==> src/rtl/wedge_pkg.sv <==
package wedge_pkg;

    localparam int SIDE_MIN  = 4;
    localparam int SIDE_MAX  = 32;
    localparam int LANES     = 4;
    localparam int POS_W     = $clog2(SIDE_MAX);
    localparam int CHG_W     = POS_W + 1;
    localparam int WORD_W    = CHG_W + 1;
    localparam int LANE_SH   = $clog2(LANES);

    typedef enum logic [1:0] {
        SIDE_4  = 2'd0,
        SIDE_8  = 2'd1,
        SIDE_16 = 2'd2,
        SIDE_32 = 2'd3
    } side_code_e;

    typedef struct packed {
        logic             start_val;
        logic [CHG_W-1:0] flip_col;
    } row_word_t;

    function automatic logic [CHG_W-1:0] side_of(side_code_e code);
        return CHG_W'(SIDE_MIN) << code;
    endfunction

    function automatic logic bit_at(row_word_t w, logic [POS_W-1:0] col);
        return w.start_val ^ ({1'b0, col} >= w.flip_col);
    endfunction

endpackage

==> src/rtl/wedge_row_mem.sv <==
module wedge_row_mem
    import wedge_pkg::*;
#(
    parameter int ADDR_W = 6,
    localparam int DEPTH = 1 << ADDR_W
) (
    input  logic              clk,
    input  logic              wr_en,
    input  logic [ADDR_W-1:0] wr_addr,
    input  row_word_t         wr_word,
    input  logic              rd_en,
    input  logic [ADDR_W-1:0] rd_addr,
    output row_word_t         rd_word
);

    row_word_t store [DEPTH];

    always_ff @(posedge clk) begin
        if (wr_en) begin
            store[wr_addr] <= wr_word;
        end
        if (rd_en) begin
            rd_word <= store[rd_addr];
        end
    end

endmodule

==> src/rtl/wedge_addr_gen.sv <==
module wedge_addr_gen
    import wedge_pkg::*;
#(
    parameter int ADDR_W = 6
) (
    input  side_code_e        size,
    input  logic [ADDR_W-1:0] base,
    input  logic [POS_W-1:0]  row,
    input  logic [POS_W-1:0]  col,
    output logic [ADDR_W-1:0] addr,
    output logic [POS_W-1:0]  col_wrapped
);

    logic [CHG_W-1:0] side;
    logic [POS_W-1:0] mask;

    always_comb begin
        side        = side_of(size);
        mask        = POS_W'(side - CHG_W'(1));
        addr        = base + ADDR_W'(row & mask);
        col_wrapped = col & mask;
    end

endmodule

==> src/rtl/wedge_lane_decode.sv <==
module wedge_lane_decode
    import wedge_pkg::*;
(
    input  row_word_t         word,
    input  logic [POS_W-1:0]  col,
    output logic [LANES-1:0]  bits,
    output logic              pt
);

    logic [POS_W-1:0] group_col;

    assign group_col = (col >> LANE_SH) << LANE_SH;

    for (genvar i = 0; i < LANES; i++) begin : g_lane
        logic [POS_W-1:0] lane_col;
        assign lane_col = group_col + POS_W'(i);
        assign bits[i]  = bit_at(word, lane_col);
    end

    assign pt = bit_at(word, col);

endmodule

==> src/rtl/wedge_row_expand.sv <==
module wedge_row_expand
    import wedge_pkg::*;
#(
    parameter int ADDR_W = 6
) (
    input  logic              clk,
    input  logic              rst,
    input  logic              fill_en,
    input  logic [ADDR_W-1:0] fill_addr,
    input  logic [WORD_W-1:0] fill_data,
    input  logic              req_valid,
    input  logic [1:0]        req_size,
    input  logic [ADDR_W-1:0] req_base,
    input  logic [POS_W-1:0]  req_row,
    input  logic [POS_W-1:0]  req_col,
    output logic              rsp_valid,
    output logic [LANES-1:0]  rsp_bits,
    output logic              rsp_pt
);

    logic [ADDR_W-1:0] rd_addr;
    logic [POS_W-1:0]  col_now;
    logic [POS_W-1:0]  col_q;
    logic              valid_q;
    row_word_t         word_q;

    wedge_addr_gen #(.ADDR_W(ADDR_W)) u_addr (
        .size        (side_code_e'(req_size)),
        .base        (req_base),
        .row         (req_row),
        .col         (req_col),
        .addr        (rd_addr),
        .col_wrapped (col_now)
    );

    wedge_row_mem #(.ADDR_W(ADDR_W)) u_mem (
        .clk     (clk),
        .wr_en   (fill_en),
        .wr_addr (fill_addr),
        .wr_word (row_word_t'(fill_data)),
        .rd_en   (req_valid),
        .rd_addr (rd_addr),
        .rd_word (word_q)
    );

    always_ff @(posedge clk) begin
        if (rst) begin
            valid_q <= 1'b0;
            col_q   <= '0;
        end else begin
            valid_q <= req_valid;
            if (req_valid) begin
                col_q <= col_now;
            end
        end
    end

    wedge_lane_decode u_dec (
        .word (word_q),
        .col  (col_q),
        .bits (rsp_bits),
        .pt   (rsp_pt)
    );

    assign rsp_valid = valid_q;

    logic [LANES-2:0] lane_diff;
    assign lane_diff = rsp_bits[LANES-1:1] ^ rsp_bits[LANES-2:0];

    AST_RESET_QUIET: assert property (@(posedge clk) rst |=> !rsp_valid);
    AST_RSP_FOLLOWS: assert property (@(posedge clk) disable iff (rst)
        req_valid |=> rsp_valid);
    AST_RSP_IDLE: assert property (@(posedge clk) disable iff (rst)
        !req_valid |=> !rsp_valid);
    AST_PT_IN_SPAN: assert property (@(posedge clk) disable iff (rst)
        rsp_valid |-> rsp_pt == rsp_bits[col_q[LANE_SH-1:0]]);
    AST_SINGLE_FLIP: assert property (@(posedge clk) disable iff (rst)
        rsp_valid |-> $countones(lane_diff) <= 1);
    AST_ADDR_IN_PATTERN: assert property (@(posedge clk) disable iff (rst)
        req_valid |-> CHG_W'(rd_addr - req_base) < side_of(side_code_e'(req_size)));

endmodule

==> config.mk <==
export PLATFORM = sky130hd
export DESIGN_NAME = wedge_row_expand
export DESIGN_NICKNAME = d
export VERILOG_FILES = /design/src/rtl/wedge_pkg.sv /design/src/rtl/wedge_row_mem.sv /design/src/rtl/wedge_addr_gen.sv /design/src/rtl/wedge_lane_decode.sv /design/src/rtl/wedge_row_expand.sv
export SDC_FILE = /design/constraint.sdc
export NUM_CORES = 1
export LEC_CHECK = 0
export BUFFER_PORTS_ARGS = -buffer_cell sky130_fd_sc_hd__buf_2
export CORE_ASPECT_RATIO = 1.1
export CORE_UTILIZATION = 56
export DETAILED_ROUTE_END_ITERATION = 8
export PLACE_DENSITY = 0.78
export RECOVER_POWER = 50
export SLEW_MARGIN = 20
export SYNTH_ARGS = -nofsm -noshare
export SYNTH_HDL_FRONTEND = slang
export SYNTH_SLANG_ARGS = --single-unit
export TNS_END_PERCENT = 100
==> constraint.sdc <==
create_clock -name clk -period 2.6 [get_ports clk]
set_input_delay 0.26 -clock clk [delete_from_list [all_inputs] [get_ports clk]]
set_output_delay 0.26 -clock clk [all_outputs]
set_load 0.1 [all_outputs]
==> summary.md, run 1 <==
| Metric | Value |
|---|---|
| Num rows | `69` |
| Peak per-stage delay on the critical path | `0.90 ns` |
| Synthesized area | `0.0185 mm^2` |
| Register area share after synthesis | `0.743` |
| Async set or reset register ratio after synthesis | `0` |
| Initial DRC Count | `960` |
| Layout cells sized above 1 | `0.315` |
| HPWL Detailed | `24.4 mm` |
| Pin count of the biggest net entering global routing | `65` |
| Max-slew headroom | `-0.922` |
| Post-synth EDFFs | `455` |
| DR vias/cell | `6.10` |
| Vias | `9307` |
| Inst Count DP | `1424` |
| Gate power share | `0.151` |
| Count of cell types in the netlist | `36` |
| Final setup vio count | `0` |
| Routed length per instance | `25.9 um` |
| Die span in x | `176 um` |
| Peak VDD IR | `0.489 mV` |
| Clock Sinks | `461` |
| Post-route ant nets | `0` |
| Worst Tran Pin Value | `2.88 ns` |
| Slowest-stage cell, CP | `fa_4` |
| Min Tclk post-route | `2.57 ns` |
| Net switching power of the design | `4.11 mW` |
| Placeable Area | `0.0325 mm^2` |
| Clock Latency Late Sink | `0.55 ns` |
| Hold WS | `0.142 ns` |
| Root buffer cell | `clkbuf_16` |
| Worst Skew | `0.0156 ns` |
| Outcome | `complete, but fails checks` |
| Sequential share of power | `0.483` |
| WL final | `39.5 mm` |
| Final period util | `0.988` |
| Initial antenna violation count | `0` |
| Crit path DAT | `2.86 ns` |
| Synth Area in XOR/XNOR | `0.00378` |
| Clk network pwr share | `0.366` |
| Switching fraction of total power | `0.238` |
| First-pass GRT wire length | `57.5 mm` |
| Via count of the first global-routing pass | `9379` |
| Startpoint class of the critical path | `primary input` |
| Post-synth top flop | `edfxtp_1` |
| P_int | `13.2 mW` |
| Synth Area per Inst | `20.9 um^2` |
| Boundary pin count | `41` |
| Residual DRC | `0` |
| Crit path cell chain | `buf_2 > ha_4 > inv_2 > fa_4 > buf_12 > buf_8 > buf_6 > mux4_2 > mux2i_1 > mux2i_1 > mux2i_1 > buf_4 > mux2i_1` |
| Multi-input logic area | `0.00458 mm^2` |
| Number of synthesis warnings | `0` |
| Leakage dissipation | `7.57 nW` |
| Compound-gate portion of the synthesized area | `0.00648` |
| Fillcell total | `2034` |
| Max-Cap Viols | `4` |
| Initial Utilization | `0.571` |
| NumNets Final | `1111` |
| Fin. max-slew vios | `199` |
| Mux contribution to synthesized area | `0.194` |
| CP Capture Type | `flop` |
| Fin Setup TNS | `0 ns` |
| Remaining global-route overflow | `0` |
| CTS tree | `built` |
| Critical path class | `in -> reg` |
| Antenna Cells | `0` |
| Routability Congestion | `0.827` |
| Post-Place Cell Area | `0.0203 mm^2` |
| FF+latch area | `0.0138 mm^2` |
| P per Cell Area | `787 mW/mm^2` |
| Die H | `193 um` |
| Most frequent CP cell | `mux2i_1` |
| Synth-to-Final Area Change | `18.6%` |
| Post-synthesis simple-gate area fraction | `0.0273` |
| Worst-path clk slew | `0.06 ns` |
| Final instance area | `0.0220 mm^2` |
| RSZ-0062 raised after global routing | `true` |
| Full die area | `0.0338 mm^2` |
| Fmax | `389 MHz` |
| GRT Util Overall | `0.236` |
| Max FO, Critical Path | `7` |
| Fin cells | `1525` |
| Violated checks | `capacitance limit, slew limit` |
| Adder-Cell Fraction of Synth Area | `0.00850` |
| Total CTS buffers | `45` |
| Drt pass-1 iters | `7` |
| Required time worst endpoint | `2.89 ns` |
| Mapped Nets | `934` |
| H-tree Lvls | `2` |
| Largest family of logic cells by synthesized area | `multiplexers` |
| Synth Register Bits | `461` |
| Post-Syn Instances | `887` |
| Max clock buf depth | `3` |
| Hold Vio Cnt, Final | `0` |
| Hold Path Class | `in -> reg` |
| Port Buffer Count | `40` |
power groups by stage:
stage	combinational, mW	clock, mW	sequential, mW
detailed placement	2.39	0	8.49
global route	2.75	6.67	8.35
CTS	2.47	6.40	8.34
global placement	2.34	0	8.49
floorplan	1.54	0	8.45
finish	2.62	6.33	8.35
metrics by stage:
stage | util | setup slack [ns] | power [mW]
3_3_place_gp | 0.624 | -0.496 | 10.8
3_5_place_dp | 0.624 | -0.519 | 10.9
4_1_cts | 0.671 | -0.0161 | 17.2
2_1_floorplan | - | 0.152 | 9.99
6_report | 0.677 | 0.0300 | 17.3
5_1_grt | 0.677 | -0.0518 | 17.8
worst max-delay path, delay by kind of cell:
family	cells	cell delay, ns
muxes	5	0.88
buffers and inverters	6	0.68
adders and majority gates	2	1.03
registers in the layout, summed over array words and instances (netlist names):
signal         cells
u_mem.rd_word      7
rsp_valid          1
col_q              5
u_mem.store      448
worst paths after layout:
path	startpoint	end	slack, ns	cells after the start
setup / recovery	req_base[0]	u_mem.rd_word[6]	0.03	13
hold / removal	req_size[0]	col_q[4]	0.14	4
setup reg to reg	u_mem.store[57][1]	u_mem.rd_word[1]	0.63	5
hold reg to reg	col_q[2]	col_q[2]	0.50	2
cell families after synthesis:
| logic type | Yosys count |
|---|---|
| DFF | 461 |
| adders and majority gates | 12 |
| and+or+nand+nor | 113 |
| buffers and inverters | 54 |
| AOI/OAI and AO/OA | 20 |
| xor gates and xnor gates | 8 |
| muxes | 219 |
placed cells by master (no fill, tap or decap), types with 7 or more instances in the layout:
cell type	instances
clkbuf_16	50
nor2_1	70
nand2_1	9
buf_4	90
mux4_2	112
buf_2	28
ha_1	9
clkbuf_1	20
buf_12	25
clkinv_1	13
mux2i_1	104
clkinv_2	7
a21oi_1	8
nand3_1	7
edfxtp_1	455
inv_1	9
layout make-up:
class | count | share of cell area
clock inverter | 26 | 0.0101
multi-input combinational | 372 | 0.208
tap | 426 | 0.0242
sequential | 461 | 0.627
clock buffer | 56 | 0.0550
inverter | 10 | 0.00171
timing repair buffer | 174 | 0.0738
metal layers:
metal,vias to the layer above,GRT usage,part of all wire
met5,-,0,0
met4,0,0.0739,0.025
met3,72,0.0343,0.068
met2,440,0.398,0.51
met1,4818,0.321,0.39
li1,3977,-,-
repair_timing:
| item | 4_1_cts | 5_1_grt |
|---|---|---|
| setup buffers | 0 | 11 |
| endpoints found under the setup margin | 5 | 7 |
| pin swaps | 0 | 3 |
| gates resized for setup | 13 | 25 |
| endpoints found under the hold margin | 6 | 0 |
| gates cloned | 0 | 3 |
| hold buffers | 6 | 0 |
cells in the mapped netlist, types with 3 or more instances:
cell type	instances	area, um^2
a21o_1	3	22.5
a21oi_1	8	40.0
buf_1	3	11.3
buf_2	17	85.1
buf_4	4	30.0
buf_6	10	113
clkbuf_1	10	37.5
dfxtp_1	6	120
edfxtp_1	455	13700
ha_1	11	138
inv_1	10	37.5
mux2i_1	107	1070
mux4_2	112	2520
nand2_1	10	37.5
nand2b_1	6	37.5
nand3_1	7	35.0
nand4_1	3	18.8
nor2_1	70	263
nor2b_1	6	37.5
o21ai_0	3	15.0
xor2_1	7	61.3
Power figures use the tool's default switching activity.
==> run 2: changes to the inputs <==
--- a/config.mk
+++ b/config.mk
@@ -6,13 +6,15 @@
 export NUM_CORES = 1
 export LEC_CHECK = 0
 export BUFFER_PORTS_ARGS = -buffer_cell sky130_fd_sc_hd__buf_2
+export CELL_PAD_IN_SITES_DETAIL_PLACEMENT = 0
+export CELL_PAD_IN_SITES_GLOBAL_PLACEMENT = 1
 export CORE_ASPECT_RATIO = 1.1
-export CORE_UTILIZATION = 56
+export CORE_UTILIZATION = 50
 export DETAILED_ROUTE_END_ITERATION = 8
-export PLACE_DENSITY = 0.78
+export PLACE_DENSITY = 0.79
 export RECOVER_POWER = 50
-export SLEW_MARGIN = 20
 export SYNTH_ARGS = -nofsm -noshare
 export SYNTH_HDL_FRONTEND = slang
+export SYNTH_HIERARCHICAL = 1
 export SYNTH_SLANG_ARGS = --single-unit
 export TNS_END_PERCENT = 100
==> run 2 against run 1 <==
The run still ends with capacitance limit, slew limit left. Flip-flop and latch count unchanged. Clock power grew 3%. Wire length increased by 2.5%. Critical path type is now reg -> out. Highest routed layer is now met5.
==> summary.md, run 2 <==
| Metric | Value |
|---|---|
| Layout cells sized above 1 | `0.324 (was 0.315)` |
| Drt pass-1 iters | `5 (was 7)` |
| Max-Cap Viols | `1 (was 4)` |
| Worst-path clk slew | `0.06 ns (about the same)` |
| Async set or reset register ratio after synthesis | `0 (unchanged)` |
| Max clock buf depth | `3 (unchanged)` |
| Peak VDD IR | `0.556 mV (was 0.489 mV)` |
| First-pass GRT wire length | `61.4 mm (was 57.5 mm)` |
| Antenna Cells | `0 (unchanged)` |
| Crit path cell chain | `inv_1 > ha_1 > a211oi_2 > or3_4 > o21ai_1 > xor2_2 > buf_12 (was buf_2 > ha_4 > inv_2 > fa_4 > buf_12 > buf_8 > buf_6 > mux4_2 > mux2i_1 > mux2i_1 > mux2i_1 > buf_4 > mux2i_1)` |
| Top cells by count, synth | `edfxtp_1, mux4_2, nor2_1, mux2i_1, clkbuf_1 (was edfxtp_1, mux4_2, mux2i_1, nor2_1, buf_2)` |
| Violated checks | `capacitance limit, slew limit (unchanged)` |
| RSZ-0062 raised after global routing | `true (unchanged)` |
| Routability Congestion | `0.826 (was 0.827)` |
| Met2 Wirelength | `20.0 mm (was 20.3 mm)` |
| Pin count of the biggest net entering global routing | `65 (unchanged)` |
| Met3 WL | `2.76 mm (was 2.70 mm)` |
| Inst Count DP | `1533 (was 1424)` |
| Post-Syn Instances | `910 (was 887)` |
| Total CTS buffers | `46 (was 45)` |
| Worst Skew | `0.0103 ns (was 0.0156 ns)` |
| Min-delay src | `req_col[3] (was req_size[0])` |
| Min-Delay Endpoint | `col_q[3] (was col_q[4])` |
| Outcome | `complete, but fails checks (unchanged)` |
| Post-synth EDFFs | `455 (unchanged)` |
| Routed length per instance | `25.0 um (was 25.9 um)` |
| Clock Latency Late Sink | `0.55 ns (about the same)` |
| Crit path DAT | `2.31 ns (was 2.86 ns)` |
| Full die area | `0.0376 mm^2 (was 0.0338 mm^2)` |
| Final instance area | `0.0218 mm^2 (was 0.0220 mm^2)` |
| Synth-to-Final Area Change | `18.2% (was 18.6%)` |
| Number of synthesis warnings | `6 (was 0)` |
| Synth top area share | `0.742 (was 0.737)` |
| Port Buffer Count | `40 (unchanged)` |
| Most frequent cells in the layout | `edfxtp_1, buf_4, mux4_2 (was edfxtp_1, mux4_2, mux2i_1)` |
| Worst flop-to-flop path endpoint | `u_mem/rd_word[6] (was u_mem.rd_word[1])` |
| Fin. max-slew vios | `34 (was 199)` |
| Post-Place Cell Area | `0.0202 mm^2 (was 0.0203 mm^2)` |
| CP Capture Type | `output pin (was flop)` |
| Vias | `9552 (was 9307)` |
| Min Tclk post-route | `2.57 ns (about the same)` |
| Post-route ant nets | `0 (unchanged)` |
| Max-slew headroom | `-0.0675 (was -0.922)` |
| Multi-input logic area | `0.00441 mm^2 (was 0.00458 mm^2)` |
| Slowest-stage cell, CP | `or3_4 (was fa_4)` |
| Final setup vio count | `0 (unchanged)` |
| Critical R2R Launch | `u_mem/store[12][6] (was u_mem.store[57][1])` |
| Mapped Nets | `957 (was 934)` |
| Setup ws final | `0.0282 ns (was 0.0300 ns)` |
| Fillcell total | `2592 (was 2034)` |
| Post-layout power | `17.3 mW (about the same)` |
| Post-synth top area cell | `edfxtp_1 (unchanged)` |
| Post-Place Worst Slack | `-0.597 ns (was -0.519 ns)` |
| CTS tree | `built (unchanged)` |
| Die H | `203 um (was 193 um)` |
| Clock Sinks | `461 (unchanged)` |
| Root buffer cell | `clkbuf_16 (unchanged)` |
| Num rows | `73 (was 69)` |
| Initial antenna violation count | `1 (was 0)` |
| DR vias/cell | `5.90 (was 6.10)` |
| Worst r2r path cells | `4 (was 5)` |
| Die span in x | `185 um (was 176 um)` |
| Most flops, register | `u_mem/store (was u_mem.store)` |
| Count leader, synth | `edfxtp_1 (unchanged)` |
| Via count of the first global-routing pass | `9912 (was 9379)` |
| Top routing layer in use | `met5 (was met4)` |
| Fmax | `389 MHz (about the same)` |
| Top flop regs | `u_mem/store x448, u_mem/rd_word x7, col_q x5 (was u_mem.store x448, u_mem.rd_word x7, col_q x5)` |
| Leading cell type in the layout, fill and taps excluded | `edfxtp_1 (unchanged)` |
| Required time worst endpoint | `2.34 ns (was 2.89 ns)` |
| Worst Tran Pin Value | `1.60 ns (was 2.88 ns)` |
| Top area cells in the synthesized netlist | `edfxtp_1, mux4_2, nor2_1, mux2i_1, ha_1 (was edfxtp_1, mux4_2, mux2i_1, nor2_1, ha_1)` |
| Fin cells | `1620 (was 1525)` |
| Residual DRC | `0 (unchanged)` |
| Reg2Reg Setup Slack | `0.71 ns (was 0.63 ns)` |
| Hold WS | `0.0699 ns (was 0.142 ns)` |
| Hold Vio Cnt, Final | `0 (unchanged)` |
| Initial DRC Count | `1022 (was 960)` |
| Met1 wire length | `16.6 mm (was 15.6 mm)` |
| Post-synth top flop | `edfxtp_1 (unchanged)` |
| Critical path class | `reg -> out (was in -> reg)` |
| Synth Area per Inst | `20.2 um^2 (was 20.9 um^2)` |
| Hold depth | `4 (unchanged)` |
| Boundary pin count | `41 (unchanged)` |
| Max FO, Critical Path | `4 (was 7)` |
| Leakage dissipation | `7.23 nW (was 7.57 nW)` |
| P per Cell Area | `793 mW/mm^2 (was 787 mW/mm^2)` |
| Placeable Area | `0.0363 mm^2 (was 0.0325 mm^2)` |
| H-tree Lvls | `2 (unchanged)` |
| Synth Register Bits | `461 (unchanged)` |
| FF+latch area | `0.0138 mm^2 (unchanged)` |
| Peak per-stage delay on the critical path | `0.40 ns (was 0.90 ns)` |
| HPWL Detailed | `26.5 mm (was 24.4 mm)` |
| WL final | `40.5 mm (was 39.5 mm)` |
| Count of cell types in the netlist | `52 (was 36)` |
| Synthesized area | `0.0184 mm^2 (was 0.0185 mm^2)` |
| Initial Utilization | `0.508 (was 0.571)` |
| Remaining global-route overflow | `0 (unchanged)` |
| Register area share after synthesis | `0.748 (was 0.743)` |
| Hold Path Class | `in -> reg (unchanged)` |
| NumNets Final | `1145 (was 1111)` |
| Number of flip-flops in the largest register | `448 (unchanged)` |
| GRT Util Overall | `0.225 (was 0.236)` |
| Final period util | `0.989 (was 0.988)` |
| Startpoint class of the critical path | `flop (was primary input)` |
## run 2: per-stage QoR
stage,utilization,setup TNS [ns]
finish,0.601,0
global placement,0.558,-3.10
floorplan,-,0
global route,0.601,-0.101
CTS,0.601,0
detailed placement,0.558,-3.33
## run 2: layer usage
layer  global-route usage  vias to the layer above
met2                0.365                      376
li1                     -                     4134
met5                    0                        -
met4               0.0711                        2
met3               0.0338                       66
met1                0.317                     4974
## run 2: repair_timing
| action | 4_1_cts | 5_1_grt |
|---|---|---|
| pin swaps | 0 | 1 |
| hold buffers | 3 | 0 |
| buffers inserted | 0 | 1 |
| endpoints found under the setup margin | 7 | 10 |
| endpoints found under the hold margin | 6 | 0 |
| resized for setup | 11 | 10 |
## run 2: cell type report
class | instances | share of cell area
clock inverter | 27 | 0.0107
clock buffer | 56 | 0.0575
sequential | 461 | 0.633
multi-input combinational | 390 | 0.202
tap | 487 | 0.0280
inverter | 10 | 0.00172
timing repair buffer | 189 | 0.0668
## run 2: worst max-delay path by stage
stage / from / endpoint / slack [ns] / depth (start not counted)
2_1_floorplan: req_base[0] / u_mem/rd_word[0] / 0.03 / 9
3_3_place_gp: req_base[0] / u_mem/rd_word[1] / -0.53 / 9
3_5_place_dp: req_base[0] / u_mem/rd_word[3] / -0.60 / 11
4_1_cts: u_mem/rd_word[3] / rsp_bits[1] / 0.002 / 7
5_1_grt: u_mem/rd_word[3] / rsp_bits[1] / -0.04 / 7
6_report: u_mem/rd_word[3] / rsp_bits[1] / 0.03 / 7
## run 2: report_power, final
| group | switching, mW | internal, mW | total, mW |
|---|---|---|---|
| Combinational | 1.39 | 1.07 | 2.46 |
| Sequential | 0.0612 | 8.27 | 8.33 |
| Clock | 2.68 | 3.81 | 6.50 |
## run 2: critical path, delay by kind of cell (launching register included)
family,cells,cell delay [ns]
AND/OR/NAND/NOR,1,0.40
AO/OA/AOI/OAI,2,0.26
adder cells (fa/ha/maj),1,0.34
XOR/XNOR,1,0.21
flip-flops,1,0.32
buffers and inverters,2,0.24
## run 2: cell families after synthesis
| kind of cell | after synthesis | synth area share |
|---|---|---|
| AO/OA/AOI/OAI | 84 | 0.0321 |
| XOR/XNOR | 8 | 0.00380 |
| adder cells (fa/ha/maj) | 12 | 0.00856 |
| buffers and inverters | 59 | 0.0181 |
| flip-flops | 461 | 0.748 |
| multiplexers | 135 | 0.150 |
| AND/OR/NAND/NOR | 151 | 0.0398 |
==> run 3: changes to the inputs <==
--- a/config.mk
+++ b/config.mk
@@ -13,6 +13,7 @@
 export DETAILED_ROUTE_END_ITERATION = 8
 export PLACE_DENSITY = 0.79
 export RECOVER_POWER = 50
+export REMOVE_ABC_BUFFERS = 1
 export SYNTH_ARGS = -nofsm -noshare
 export SYNTH_HDL_FRONTEND = slang
 export SYNTH_HIERARCHICAL = 1
==> run 3 against run 2 <==
The flow still finishes with violations (capacitance limit, slew limit). Core utilization shrank 0.52 points. Die area stayed put. Largest cell class unchanged. Cell count is 0.12% lower. Via count grew 1.5%. Highest routed layer is now met4. Wire length is 2.4% higher. Critical endpoint is now u_mem/rd_word[4]. Cell area decreased by 0.87%. Power is 3.7% lower. Worst hold slack gained 0.0061 ns.
==> summary.md, run 3 (synthesis results as in run 2) <==
| Metric | Value |
|---|---|
| Leakage dissipation | `7.16 nW (was 7.23 nW)` |
| Critical path class | `in -> reg (was reg -> out)` |
| Startpoint class of the critical path | `primary input (was flop)` |
| Slowest-stage cell, CP | `fa_4 (was or3_4)` |
| Final setup vio count | `0 (unchanged)` |
| Outcome | `complete, but fails checks (unchanged)` |
| CTS tree | `built (unchanged)` |
| Routed length per instance | `25.6 um (was 25.0 um)` |
| Max FO, Critical Path | `11 (was 4)` |
| Layout cells sized above 1 | `0.317 (was 0.324)` |
| Routability Congestion | `0.834 (was 0.826)` |
| Clock Sinks | `461 (unchanged)` |
| Worst Tran Pin Value | `2.61 ns (was 1.60 ns)` |
| H-tree Lvls | `2 (unchanged)` |
| Top delay family on crit path | `compound AO/OA/AOI/OAI gates (was simple AND/OR/NAND/NOR gates)` |
| Remaining global-route overflow | `0 (unchanged)` |
| Worst Path Buf+Inv | `4 (was 2)` |
| Reg2Reg Setup Slack | `0.73 ns (was 0.71 ns)` |
| Fmax | `397 MHz (was 389 MHz)` |
| First-pass GRT wire length | `62.2 mm (was 61.4 mm)` |
| Worst Skew | `0.0227 ns (was 0.0103 ns)` |
| Min Tclk post-route | `2.52 ns (was 2.57 ns)` |
| Worst-path clk slew | `0.06 ns (about the same)` |
| Placeable Area | `0.0363 mm^2 (unchanged)` |
| CP Launch Point | `req_base[0] (was u_mem/rd_word[3])` |
| Max-slew headroom | `-0.737 (was -0.0675)` |
| Max-Cap Viols | `2 (was 1)` |
| Initial DRC Count | `1083 (was 1022)` |
| Final period util | `0.970 (was 0.989)` |
| WL final | `41.4 mm (was 40.5 mm)` |
| Crit path depth | `12 (was 7)` |
| Post-route ant nets | `0 (unchanged)` |
| Required time worst endpoint | `2.91 ns (was 2.34 ns)` |
| Clock Latency Late Sink | `0.56 ns (was 0.55 ns)` |
| Violated checks | `capacitance limit, slew limit (unchanged)` |
| Peak per-stage delay on the critical path | `0.43 ns (was 0.40 ns)` |
| NumNets Final | `1146 (was 1145)` |
| Drt pass-1 iters | `6 (was 5)` |
| CP Capture Type | `flop (was output pin)` |
| Initial Utilization | `0.508 (unchanged)` |
| Initial antenna violation count | `0 (was 1)` |
| Root buffer cell | `clkbuf_16 (unchanged)` |
| DR vias/cell | `5.99 (was 5.90)` |
| Boundary pin count | `41 (unchanged)` |
| Most flops, register | `u_mem/store (unchanged)` |
| Crit path cell chain | `buf_2 > ha_4 > fa_4 > a21o_2 > a21oi_1 > xnor2_2 > buf_4 > buf_4 > inv_1 > nor2_1 > a21oi_1 > a32o_1 (was inv_1 > ha_1 > a211oi_2 > or3_4 > o21ai_1 > xor2_2 > buf_12)` |
| CP endpoint | `u_mem/rd_word[4] (was rsp_bits[1])` |
| Full die area | `0.0376 mm^2 (unchanged)` |
| Total CTS buffers | `44 (was 46)` |
| Hold Path Class | `in -> reg (unchanged)` |
| Post-layout power | `16.6 mW (was 17.3 mW)` |
| Fin. max-slew vios | `89 (was 34)` |
| Post-Place Worst Slack | `-0.460 ns (was -0.597 ns)` |
| Setup ws final | `0.0787 ns (was 0.0282 ns)` |
| Worst r2r path cells | `4 (unchanged)` |
| Critical R2R Launch | `u_mem/store[52][0] (was u_mem/store[12][6])` |
| Hold Vio Cnt, Final | `0 (unchanged)` |
| Peak VDD IR | `0.577 mV (was 0.556 mV)` |
| Die H | `203 um (unchanged)` |
| Number of flip-flops in the largest register | `448 (unchanged)` |
| Top flop regs | `u_mem/store x448, u_mem/rd_word x7, col_q x5 (unchanged)` |
| Worst flop-to-flop path endpoint | `u_mem/rd_word[0] (was u_mem/rd_word[6])` |
| Most frequent cells in the layout | `edfxtp_1, buf_4, mux4_2 (unchanged)` |
| HPWL Detailed | `27.6 mm (was 26.5 mm)` |
| Leading cell type in the layout, fill and taps excluded | `edfxtp_1 (unchanged)` |
| Vias | `9694 (was 9552)` |
| RSZ-0062 raised after global routing | `true (unchanged)` |
| P per Cell Area | `771 mW/mm^2 (was 793 mW/mm^2)` |
| Max clock buf depth | `3 (unchanged)` |
| Num rows | `73 (unchanged)` |
| Synth-to-Final Area Change | `17.2% (was 18.2%)` |
| Antenna Cells | `0 (unchanged)` |
| Port Buffer Count | `40 (unchanged)` |
| GRT Util Overall | `0.231 (was 0.225)` |
| Die span in x | `185 um (unchanged)` |
| Residual DRC | `0 (unchanged)` |
| Pin count of the biggest net entering global routing | `65 (unchanged)` |
| Via count of the first global-routing pass | `9774 (was 9912)` |
| Crit path DAT | `2.83 ns (was 2.31 ns)` |
run 3: cell count changes in the layout (fill, tap and decap cells not counted), moves of 3 or more:
cell	change
bufinv_16	-3
clkinvlp_4	-4
o21ai_1	-3
buf_6	+3
xor2_2	-5
clkbuf_1	+4
inv_6	+3
clkbuf_16	-4
xor2_1	+5
run 3: worst min path at each step:
stage,slack (ns),from,end,cells past startpoint
final,0.08,req_col[3],col_q[3],4
after global routing,0.08,req_col[2],col_q[2],4
after CTS,0.07,req_col[2],col_q[2],4
after detailed placement,0.49,col_q[3],col_q[3],2
after global placement,0.49,col_q[3],col_q[3],2
after floorplan,0.33,rst,rsp_valid,1
run 3: repair_timing:
action                                  CTS  global route
endpoints found under the setup margin    5             6
pin swaps                                 0             2
setup buffers                             0             0
hold buffers                              4             0
gates resized for setup                   9             5
hold endpoints to repair                  6             0
run 3: final cells by class:
type	count	area, um^2
clock buffers	55	1160
clock inverters	23	145
fillers	2580	14700
inverters	10	37.5
multi-input cells	390	4400
flip-flops and latches	461	13800
well taps	487	609
repair buffers	192	1460
run 3: worst register-to-register path: cells and delay by family (launching register included):
family         cells  cell delay (ns)
AO/OA/AOI/OAI      3             0.73
multiplexers       1             0.49
flip-flops         1             0.39
run 3: metal layers:
layer  GRT usage  share of wire  vias to the layer above
met5           0              0                        -
met4      0.0750          0.030                        0
met3      0.0407          0.083                       88
met2       0.369           0.48                      472
met1       0.326           0.40                     4996
li1            -              -                     4138
run 3: stage by stage:
stage	area, um^2	hold WS [ns]	util	instances	setup TNS [ns]
global route	21600	0.0765	0.595	1618	-0.0729
finish	21600	0.0759	0.595	1618	0
floorplan	18100	0.332	-	861	-22.42
detailed placement	20200	0.493	0.558	1536	-2.91
global placement	20200	0.491	0.558	1536	-2.83
CTS	21600	0.0676	0.596	1618	0
run 3: report_power, final:
group | leakage (nW) | total (mW) | internal, mW | switching (mW)
Sequential | 4.15 | 8.33 | 8.27 | 0.0616
Clock | 0.643 | 5.90 | 3.28 | 2.63
Combinational | 2.37 | 2.41 | 1.02 | 1.39
